File: src/rtl/itc_pkg.sv
package itc_pkg;

   // Implementation choice for the lowest-index picker.
   typedef enum logic {
      PICK_SCAN = 1'b0,   // priority loop, index first then one-hot
      PICK_TWOS = 1'b1    // isolate lowest set bit, then encode
   } pick_style_e;

   // True when a pin index addresses an existing pin.
   function automatic logic pin_in_range(input int unsigned pin, input int unsigned npins);
      return pin < npins;
   endfunction

endpackage

File: src/rtl/itc_pin_cell.sv
module itc_pin_cell (
   input  logic clk,
   input  logic rst_n,
   input  logic evt_hit,
   input  logic evt_level,
   input  logic eoi_hit,
   input  logic cfg_hit,
   input  logic cfg_mask,
   input  logic cfg_level,
   input  logic grant,
   input  logic accept,
   output logic need_o,
   output logic mask_o,
   output logic lvl_o,
   output logic rack_o,
   output logic coal_o
);

   logic pend_q, mask_q, lvl_q, rack_q, need_q;
   logic raise, svc_evt, svc_eoi, svc_cfg;
   logic rack_set, rack_clr;

   always_comb begin
      raise    = evt_hit & evt_level;
      // Edge pins need a fresh 0->1 pending change; level pins need the
      // in-service flag clear.
      svc_evt  = raise & (lvl_q ? ~rack_q : ~pend_q);
      svc_eoi  = eoi_hit & lvl_q & ~mask_q & pend_q;
      svc_cfg  = cfg_hit & cfg_level & pend_q;
      rack_clr = (eoi_hit & lvl_q) | cfg_hit;
      rack_set = grant & ~mask_q & lvl_q & accept;
   end

   always_ff @(posedge clk) begin
      if (!rst_n) begin
         pend_q <= 1'b0;
         mask_q <= 1'b1;
         lvl_q  <= 1'b0;
         rack_q <= 1'b0;
         need_q <= 1'b0;
      end else begin
         if (evt_hit) pend_q <= evt_level;
         if (cfg_hit) begin
            mask_q <= cfg_mask;
            lvl_q  <= cfg_level;
         end
         rack_q <= (rack_q & ~rack_clr) | rack_set;
         need_q <= (need_q & ~grant) | svc_evt | svc_eoi | svc_cfg;
      end
   end

   assign need_o = need_q;
   assign mask_o = mask_q;
   assign lvl_o  = lvl_q;
   assign rack_o = rack_q;
   assign coal_o = raise & ~svc_evt;

endmodule

File: src/rtl/itc_lowest_pick.sv
module itc_lowest_pick #(
   parameter int                  N     = 24,
   parameter int                  W     = 5,
   parameter itc_pkg::pick_style_e STYLE = itc_pkg::PICK_SCAN
) (
   input  logic [N-1:0] req,
   output logic         any,
   output logic [W-1:0] idx,
   output logic [N-1:0] grant
);

   assign any = |req;

   generate
      if (STYLE == itc_pkg::PICK_TWOS) begin : g_twos
         always_comb begin
            grant = req & (~req + N'(1));
            idx   = '0;
            for (int i = 0; i < N; i++) begin
               if (grant[i]) idx = idx | W'(i);
            end
         end
      end else begin : g_scan
         always_comb begin
            idx = '0;
            for (int i = N - 1; i >= 0; i--) begin
               if (req[i]) idx = W'(i);
            end
            grant = any ? (N'(1) << idx) : '0;
         end
      end
   endgenerate

endmodule

File: src/rtl/irq_trigger_ctrl.sv
module irq_trigger_ctrl #(
   parameter int                   NUM_PINS = 24,
   parameter int                   PIN_W    = 5,
   parameter itc_pkg::pick_style_e PICK     = itc_pkg::PICK_SCAN
) (
   input  logic             clk,
   input  logic             rst_n,
   input  logic             evt_valid,
   input  logic [PIN_W-1:0] evt_pin,
   input  logic             evt_level,
   input  logic             eoi_valid,
   input  logic [PIN_W-1:0] eoi_pin,
   input  logic             cfg_wr,
   input  logic [PIN_W-1:0] cfg_pin,
   input  logic             cfg_mask,
   input  logic             cfg_level,
   input  logic             dlv_accept,
   output logic             dlv_req,
   output logic [PIN_W-1:0] dlv_pin,
   output logic             dlv_level,
   output logic             coal_valid,
   output logic [PIN_W-1:0] coal_pin,
   output logic             ack_valid,
   output logic [PIN_W-1:0] ack_pin
);

   localparam int N = NUM_PINS;

   generate
      if (NUM_PINS < 2 || NUM_PINS > (1 << PIN_W)) begin : g_bad_pins
         $error("irq_trigger_ctrl: NUM_PINS must be 2..2**PIN_W");
      end
   endgenerate

   logic [N-1:0] evt_hit, eoi_hit, cfg_hit;
   logic [N-1:0] need_vec, mask_vec, lvl_vec, rack_vec, coal_vec, grant_vec;
   logic         pick_any;
   logic [PIN_W-1:0] pick_idx;
   logic         eoi_in;

   // Index decode and per-pin state.
   genvar gi;
   generate
      for (gi = 0; gi < N; gi++) begin : g_pin
         assign evt_hit[gi] = evt_valid & (evt_pin == PIN_W'(gi));
         assign eoi_hit[gi] = eoi_valid & (eoi_pin == PIN_W'(gi));
         assign cfg_hit[gi] = cfg_wr    & (cfg_pin == PIN_W'(gi));

         itc_pin_cell u_cell (
            .clk       (clk),
            .rst_n     (rst_n),
            .evt_hit   (evt_hit[gi]),
            .evt_level (evt_level),
            .eoi_hit   (eoi_hit[gi]),
            .cfg_hit   (cfg_hit[gi]),
            .cfg_mask  (cfg_mask),
            .cfg_level (cfg_level),
            .grant     (grant_vec[gi]),
            .accept    (dlv_accept),
            .need_o    (need_vec[gi]),
            .mask_o    (mask_vec[gi]),
            .lvl_o     (lvl_vec[gi]),
            .rack_o    (rack_vec[gi]),
            .coal_o    (coal_vec[gi])
         );
      end
   endgenerate

   itc_lowest_pick #(.N(N), .W(PIN_W), .STYLE(PICK)) u_pick (
      .req   (need_vec),
      .any   (pick_any),
      .idx   (pick_idx),
      .grant (grant_vec)
   );

   assign dlv_req   = pick_any & ~mask_vec[pick_idx];
   assign dlv_pin   = pick_idx;
   assign dlv_level = lvl_vec[pick_idx];

   assign eoi_in = itc_pkg::pin_in_range(32'(eoi_pin), N) & eoi_valid;

   // Notices: merged raise and end-of-interrupt echo, one cycle later.
   always_ff @(posedge clk) begin
      if (!rst_n) begin
         coal_valid <= 1'b0;
         coal_pin   <= '0;
         ack_valid  <= 1'b0;
         ack_pin    <= '0;
      end else begin
         coal_valid <= |coal_vec;
         coal_pin   <= evt_pin;
         ack_valid  <= eoi_in;
         ack_pin    <= eoi_pin;
      end
   end

endmodule

File: config.mk
export PLATFORM = sky130hd
export DESIGN_NAME = irq_trigger_ctrl
export DESIGN_NICKNAME = d
export VERILOG_FILES = /design/src/rtl/itc_pkg.sv /design/src/rtl/itc_pin_cell.sv /design/src/rtl/itc_lowest_pick.sv /design/src/rtl/irq_trigger_ctrl.sv
export SDC_FILE = /design/constraint.sdc
export NUM_CORES = 1
export LEC_CHECK = 0
export BUFFER_PORTS_ARGS = -buffer_cell sky130_fd_sc_hd__buf_2
export CAP_MARGIN = 20
export CORE_ASPECT_RATIO = 1.5
export CORE_MARGIN = 5
export CORE_UTILIZATION = 40
export DETAILED_ROUTE_END_ITERATION = 12
export PLACE_DENSITY = 0.53
export SYNTH_ARGS = -nofsm -noshare
export SYNTH_HDL_FRONTEND = slang
export SYNTH_SLANG_ARGS = --single-unit
File: constraint.sdc
create_clock -name clk -period 3.1 [get_ports clk]
set_input_delay 0.31 -clock clk [delete_from_list [all_inputs] [get_ports clk]]
set_output_delay 0.31 -clock clk [all_outputs]
set_load 0.03 [all_outputs]
---- After elaboration in Yosys (flattened, before gate mapping) ----
Cells that the tools add are included.
operators by class
  bitwise operators ....................... 651
  equal/unequal tests ..................... 69
  reductions and logical operators ........ 5
  shift-type cells ........................ 1
  multiplexer cells ....................... 53
  $lt $le $gt $ge ......................... 2
operator list
  kind                    count
  $and A1 B1 Y1           386
  $not A1 Y1              145
  $eq A5 B4 Y1 const B    24
  $eq A5 B5 Y1 const B    24
  $mux W5                 24
  $or A1 B1 Y1            120
  $eq A5 B3 Y1 const B    12
  $reduce_or A24 Y1       2
  $eq A5 B2 Y1 const B    6
  $mux W1                 26
  $mux W24                1
  $shl A1 B5 Y24 const A  1
  $eq A5 B1 Y1 const B    3
  $logic_not A5 Y1        3
  $bmux W1 S5             2
  $lt A5 B6 Y1 const B    1
  $lt A5 B5 Y1 const B    1
word-level totals
  word-level logic and storage cells ...... 905
  register bits ........................... 132
  input bits .............................. 24

---- Depth between registers and ports, before layout ----
Gate-level depths: netlist of the first run.
  depth in word-level cells ............... 31
  mapped depth ............................ 10

---- By module ----
A second synthesis of the first run with hierarchy kept.
second synthesis, totals
  cell total of the unflattened synthesis .. 858
  area total of the unflattened synthesis .. 7375.8 um^2
modules (own cells, without submodules)
  module            area each (um^2)  cells each  seq. area each (um^2)  instances
  itc_pin_cell      224.0             23          100.1                  24
  irq_trigger_ctrl  1397.6            209         240.2                  1
  itc_lowest_pick   603.1             97          0.0                    1

---- Worst setup path before layout of the first run ----
No wires, ideal clock.
  path type ............................... register -> output
  start ................................... register g_pin[23].u_cell.need_q
  end ..................................... output port dlv_req
  setup slack ............................. 16 ps
  arrival time ............................ 2774 ps
  cell stages (with the launch flop) ...... 9
  cell sequence ........................... dfxtp_1 > nor2b_2 > o21ai_2 > a311oi_4 > a21oi_2 > mux2_1 > a221oi_1 > a221oi_1 > nor4_1
on the way
  word-level cells in the longest chain between the ends .. 28
RTL lines
  element                        line                    text
  start: declaration             itc_pin_cell.sv:19      logic pend_q, mask_q, lvl_q, rack_q, need_q;
  start signal: assignment       itc_pin_cell.sv:48      need_q <= (need_q & ~grant) | svc_evt | svc_eoi | svc_cfg;
  $mux W5 (24 in a row)          itc_lowest_pick.sv:27   if (req[i]) idx = W'(i);
  $bmux W1 S5                    irq_trigger_ctrl.sv:76  assign dlv_req = pick_any & ~mask_vec[pick_idx];
  $mux W1 (implied by the code)  irq_trigger_ctrl.sv:76
  $not A1 Y1                     irq_trigger_ctrl.sv:76
  $and A1 B1 Y1 (*)              irq_trigger_ctrl.sv:76
  end: declaration               irq_trigger_ctrl.sv:18  output logic dlv_req,
Mark *: on every way between the ends. The rest lies on a longest branch, timed or not. The select of a mux whose other input is x is not followed.

---- Worst setup path after layout of the first run ----
  start ................................... register g_pin[23].u_cell.need_q
  end ..................................... output port dlv_level
on the way
  word-level cells in the longest chain between the ends .. 26
RTL lines
  element                        line                    text
  $mux W5 (24 in a row)          itc_lowest_pick.sv:27
  $bmux W1 S5                    irq_trigger_ctrl.sv:78  assign dlv_level = lvl_vec[pick_idx];
  $mux W1 (implied by the code)  irq_trigger_ctrl.sv:78
  end: declaration               irq_trigger_ctrl.sv:20  output logic dlv_level,
No other way between the ends. The select of a mux whose other input is x is not followed.

==> impl_metrics.ini, run 1 <==
[global_routing]
grt_usage_pct = 28.1
grt_pass1_vias = 7378
grt_max_degree = 59
antenna_found_initial = 0
grt-ovfl-total = 0
grt_pass1_wl_mm = 44.1

[floorplanning]
core_region_area_mm2 = 0.0178
ios = 43
fp-row-count = 60
die_w_um = 119
die-height_um = 174
die-area_mm2 = 0.0208
start_util_pct = 40.4

[logic_synthesis]
synthCells = 917
synth_area_mm2 = 0.00719
synthMuxAreaShare_pct = 8.11
synth_top_family_by_area = simple AND/OR/NAND/NOR gates
synthAdderAreaFrac_pct = 0
yosysSeqAreaShare_pct = 36.7
synth-edff-count = 0
syn-num-nets = 941
synth_ff_type = dfxtp_1
synth_compound_area_share_pct = 22.2
yosysWarnings = 0
synth_xor_area_share_pct = 0
ys_seq_elements = 132
synth.distinct_cells = 77
synth-simple-area-share_pct = 29.0
synth_async_sr_flop_share_pct = 0
avgSynthCellArea_um2 = 7.84

[sta]
slew_headroom_pct = 43.3
skew_ps = 10.3
final-hold-violation-count = 0
post-route-period-util_pct = 107
setup_viol = 2
finalCriticalPeriod_ps = 3310
drv_slew = 0
worst_pin_slew_ps = 843
timing.final.ws_setup_ps = -208
finalHoldWorstSlack_ps = 112
max_freq_mhz = 302
rsz0062_at_grt = yes

[detailed_routing]
vias = 7503
postRouteAntennaNets = 0
drc_errors = 0
drtIter0Drc = 683
drt-vias-per-instance = 6.12
finalWirelength_mm = 29.5
dr.pass1.iters = 6
post_drt_wl_per_cell_um = 24.0

[clocking]
cts_hold_buf = 0
cts_buffers = 17
tritoncts = yes
numClockSinks = 132
clock_path_buffers = 2
cts_max_level = 4
path_clk_slew_ps = 60
clock-root-buffer = clkbuf_16
worstSkewPairLatency_ps = 430

[setup_path]
worstPathArrival_ps = 3000
endpoint_kind = output port
crit_fanout = 5
start_kind = flip-flop
crit_required_ps = 2790
worstSetupPathType = flip-flop to output port

[power]
leakage_nw = 3.03
power_density_mw_per_mm2 = 485
ir_drop_mv = 0.346

[finish]
layout-drive-gt1-share_pct = 19.8
finish.utilization_pct = 49.2
diodes = 0
area.growth.synth_to_final_pct = 21.7
layout.cells.non_filler = 1225
fin_nets = 1019
nFillCells = 1802
design_area_mm2 = 0.00875

[place]
port_buffers = 42
gp_congestion = 1.00
place_ws_ps = 103
dp_hpwl_mm = 22.2
dp_cells = 1181
place_area_mm2 = 0.00786

[min_path]
hold_class = primary input to flip-flop

[outcome]
outcome = finished with violations
violations = negative setup slack

[run]
maxCapViolations = 0
kinds of logic (layout without fill, tap and decap cells):
logic type / Yosys count / count (layout)
flops: 132 / 132
mux: 56 / 56
simple gates: 420 / 420
compound gates: 243 / 243
buf+inv: 66 / 157
per-layer routing:
metal | global-route usage (%) | wire (um) | up-vias
li1 | - | - | 3488
met1 | 31.1 | 10800 | 3562
met2 | 48.4 | 14500 | 335
met3 | 3.29 | 1550 | 118
met4 | 22.0 | 2520 | 0
met5 | 0 | 0 | -
layout by cell type, fill, tap and decap left out, types with 6 or more instances in the layout:
master	netlist	final
a21oi_1	88	86
a31oi_1	9	9
a32oi_1	15	15
and2_1	13	13
buf_2	0	40
buf_4	2	50
buf_6	3	6
clkbuf_16	0	17
dfxtp_1	132	121
dfxtp_2	0	11
inv_1	23	23
mux2i_1	50	50
nand2_1	137	137
nand2b_1	35	34
nand3_1	71	71
nand4_1	6	6
nor2_1	65	63
nor2b_1	15	15
nor3_1	27	25
nor4_1	9	6
o21ai_0	54	54
o22ai_1	10	9
o31ai_1	13	11
or3_1	8	8
or4_1	8	8
repair_timing:
item                       CTS  global route
gates resized for setup     29            23
setup endpoints to repair    2             2
pin swaps                    7            15
buffers inserted             6             6
final cells by class:
type	count	area [um^2]	share of cell area, %
multi-input combinational	719	4440	50.7
tap	217	272	3.10
inverter	26	103	1.17
clock buffer	20	447	5.10
clock inverter	12	133	1.52
timing repair buffer	99	703	8.03
sequential	132	2660	30.3
critical path: stages (launching register included):
cell,delay [ps]
dfxtp_2,330
nor2b_4,120
o21ai_2,180
a311oi_4,160
buf_4,180
o311ai_4,470
buf_4,200
mux2i_1,70
a221o_1,350
o22a_1,190
a21oi_2,180
buf_6,160
cells in the mapped netlist, drive strengths merged (9+ instances only):
master / n / area, um^2
a21oi: 90 / 458
a31oi: 9 / 56.3
a32oi: 15 / 131
and2: 14 / 87.6
clkbuf: 34 / 128
dfxtp: 132 / 2640
inv: 25 / 96.3
mux2i: 50 / 500
nand2: 142 / 551
nand2b: 35 / 219
nand3: 72 / 365
nor2: 69 / 284
nor2b: 16 / 103
nor3: 29 / 155
nor4: 11 / 90.1
o21ai: 56 / 295
o22ai: 10 / 62.6
o31ai: 13 / 97.6
final timing paths:
check | from | to | slack [ps] | cells past startpoint
hold reg to reg | g_pin[3].u_cell.rack_o | g_pin[3].u_cell.rack_o | 460 | 2
setup / recovery | g_pin[23].u_cell.need_o | dlv_level | -210 | 11
hold / removal | eoi_pin[2] | ack_pin[2] | 110 | 2
setup reg to reg | g_pin[18].u_cell.need_o | g_pin[13].u_cell.rack_o | 420 | 10
where the power goes:
group | switching, mW | total [mW] | internal (mW)
clock | 0.808 | 2.01 | 1.20
sequential | 0.0160 | 1.73 | 1.71
combinational | 0.339 | 0.508 | 0.169
total | 1.16 | 4.25 | 3.09
metrics by stage:
| step | total power [mW] | TNS [ps] |
|---|---|---|
| 2_1_floorplan | 2.04 | 0 |
| 3_3_place_gp | 2.21 | 0 |
| 3_5_place_dp | 2.21 | 0 |
| 4_1_cts | 4.23 | -280 |
| 5_1_grt | 4.37 | -532 |
| 6_report | 4.25 | -367 |
registers in the layout, indices dropped and copies added (netlist names):
register             count
ack_valid                1
g_pin.u_cell.rack_o     24
coal_pin                 5
ack_pin                  5
coal_valid               1
g_pin.u_cell.lvl_o      24
g_pin.u_cell.need_o     24
g_pin.u_cell.pend_q     24
g_pin.u_cell.mask_o     24
(Power assumes the default switching activity.)
==> inputs of run 2 (changes only) <==
- ABC_AREA: not set -> 1
- CORE_ASPECT_RATIO: 1.5 -> not set
- CORE_UTILIZATION: 40 -> 55
- PLACE_DENSITY: 0.53 -> 0.7
==> impl_metrics.ini, run 2 <==
[logic_synthesis]
synth_area_mm2 = 0.00714
syn-num-nets = 1154
synth_ff_type = dfxtp_1
synth-edff-count = 0
synth_area_leaders = dfxtp_1, nand2_1, inv_1, nor2_1, a21oi_1
synth_async_sr_flop_share_pct = 0
avgSynthCellArea_um2 = 6.32
synth.distinct_cells = 39
synthCells = 1130
netlist.area_leader.share_pct = 37.0
yosysWarnings = 0
ys_seq_elements = 132
synth_most_common_cell = nand2_1
yosysSeqAreaShare_pct = 37.0
synth_top_area_cell = dfxtp_1
synth.cells.most_frequent = nand2_1, inv_1, nor2_1

[clocking]
worstSkewPairLatency_ps = 420
cts_hold_buf = 0
clock_path_buffers = 2
cts_buffers = 17
path_clk_slew_ps = 60
clock-root-buffer = clkbuf_16
numClockSinks = 132
cts_max_level = 4
tritoncts = yes

[detailed_routing]
post_drt_wl_per_cell_um = 19.1
drt-vias-per-instance = 5.76
vias = 7960
dr.pass1.iters = 6
drtIter0Drc = 982
drc_errors = 0
finalWirelength_mm = 26.5
postRouteAntennaNets = 0

[sta]
rsz0062_at_grt = yes
drv_slew = 0
setup_viol = 2
post-route-period-util_pct = 105
max_freq_mhz = 307
worst_pin_slew_ps = 824
skew_ps = 5.49
slew_headroom_pct = 45.0
finalCriticalPeriod_ps = 3250
final-hold-violation-count = 0
timing.final.ws_setup_ps = -153

[finish]
multi_input_area_mm2 = 0.00378
diodes = 0
regArea_mm2 = 0.00265
layout-drive-gt1-share_pct = 11.7
area.growth.synth_to_final_pct = 17.8
mostFrequentLayoutCells = nand2_1, inv_1, nor2_1
design_area_mm2 = 0.00841
layout.cells.non_filler = 1382
nFillCells = 1185
fin_nets = 1221
final_common_cell = nand2_1

[floorplanning]
die_w_um = 124
die-height_um = 124
die-area_mm2 = 0.0154
core_region_area_mm2 = 0.0127
fp-row-count = 41
start_util_pct = 56.3
ios = 43

[setup_path]
slowest_delay_ps = 330
worstSetupPathType = flip-flop to output port
start_kind = flip-flop
cp_slowest_cell = dfxtp_2
ff2ff_setup_slack_ps = 330
crit_fanout = 6
crit_required_ps = 2790
worstPathArrival_ps = 2940
critPathMostFrequentCell = nand2_1
endpoint_kind = output port

[place]
dp_cells = 1340
dp_hpwl_mm = 19.8
gp_congestion = 1.02
place_area_mm2 = 0.00763
port_buffers = 42
place_ws_ps = 196

[outcome]
violations = negative setup slack
outcome = finished with violations

[power]
seqPwrFrac_pct = 39.1
power_mw = 4.42
power_switching_mw = 1.09
leakage_nw = 3.52
internal-power_mw = 3.33
comb_power_share_pct = 10.0
switching_share_pct = 24.8
ir_drop_mv = 0.582
power_density_mw_per_mm2 = 526
clockPowerShare_pct = 50.9

[global_routing]
grt-ovfl-total = 0
grt_pass1_vias = 7224
grt_usage_pct = 35.5
grt_pass1_wl_mm = 40.0
antenna_found_initial = 0
grt_max_degree = 59

[run]
maxCapViolations = 0

[min_path]
hold_class = primary input to flip-flop
[run 2: layer usage]
metal,track usage [%],routed length (um)
met3,8.58,2930
met1,46.9,10900
met2,53.6,11200
met5,0,0
met4,18.8,1410
[run 2: path summary, 6_finish.rpt]
kind	start	to	cells after the start
max	g_pin[22].u_cell.need_o	dlv_level	29
min reg2reg	g_pin[14].u_cell.lvl_o	g_pin[14].u_cell.lvl_o	2
max reg2reg	g_pin[23].u_cell.need_o	g_pin[18].u_cell.rack_o	18
min	evt_pin[4]	coal_pin[4]	3
[run 2: cells by family after synthesis]
logic type	share of synthesized area [%]
AOI/OAI and AO/OA	14.9
buffers and inverters	10.6
DFF	37.0
muxes	0.946
and+or+nand+nor	36.6
[run 2: area by class of cell]
cell class / instances / share of cell area (%)
clock buffer: 24 / 5.73
timing repair buffer: 71 / 5.53
tap: 172 / 2.56
inverter: 174 / 7.76
sequential: 132 / 31.5
multi-input combinational: 801 / 44.9
clock inverter: 8 / 2.04
[run 2: repair_timing]
action                                 4_1_cts  5_1_grt
pin swaps                                   11       10
buffers inserted                             6        3
gates cloned                                 1        0
resized for setup                           10        4
endpoints found under the hold margin        0        0
setup endpoints to repair                    2        2
[run 2: metrics by stage]
step / setup TNS (ps) / hold WS (ps) / utilization [%]
2_1_floorplan: 0 / 403 / -
3_3_place_gp: 0 / 454 / 60.3
3_5_place_dp: 0 / 457 / 60.3
4_1_cts: -187 / 93.0 / 66.1
5_1_grt: -699 / 95.2 / 66.4
6_report: -303 / 107 / 66.4
[run 2: power by group through the flow]
stage	Clock [mW]	Combinational, mW	Sequential, mW
after global routing	2.34	0.469	1.73
after detailed placement	0	0.409	1.76
after CTS	2.26	0.428	1.73
after floorplan	0	0.232	1.78
after global placement	0	0.409	1.76
final	2.25	0.443	1.73
[run 2: worst max-delay path, delay by kind of cell (launching register included)]
kind                   cells  cell delay [ps]
AND/OR/NAND/NOR           24             1460
AO/OA/AOI/OAI              3              540
buffers and inverters      2              190
flip-flops                 1              330
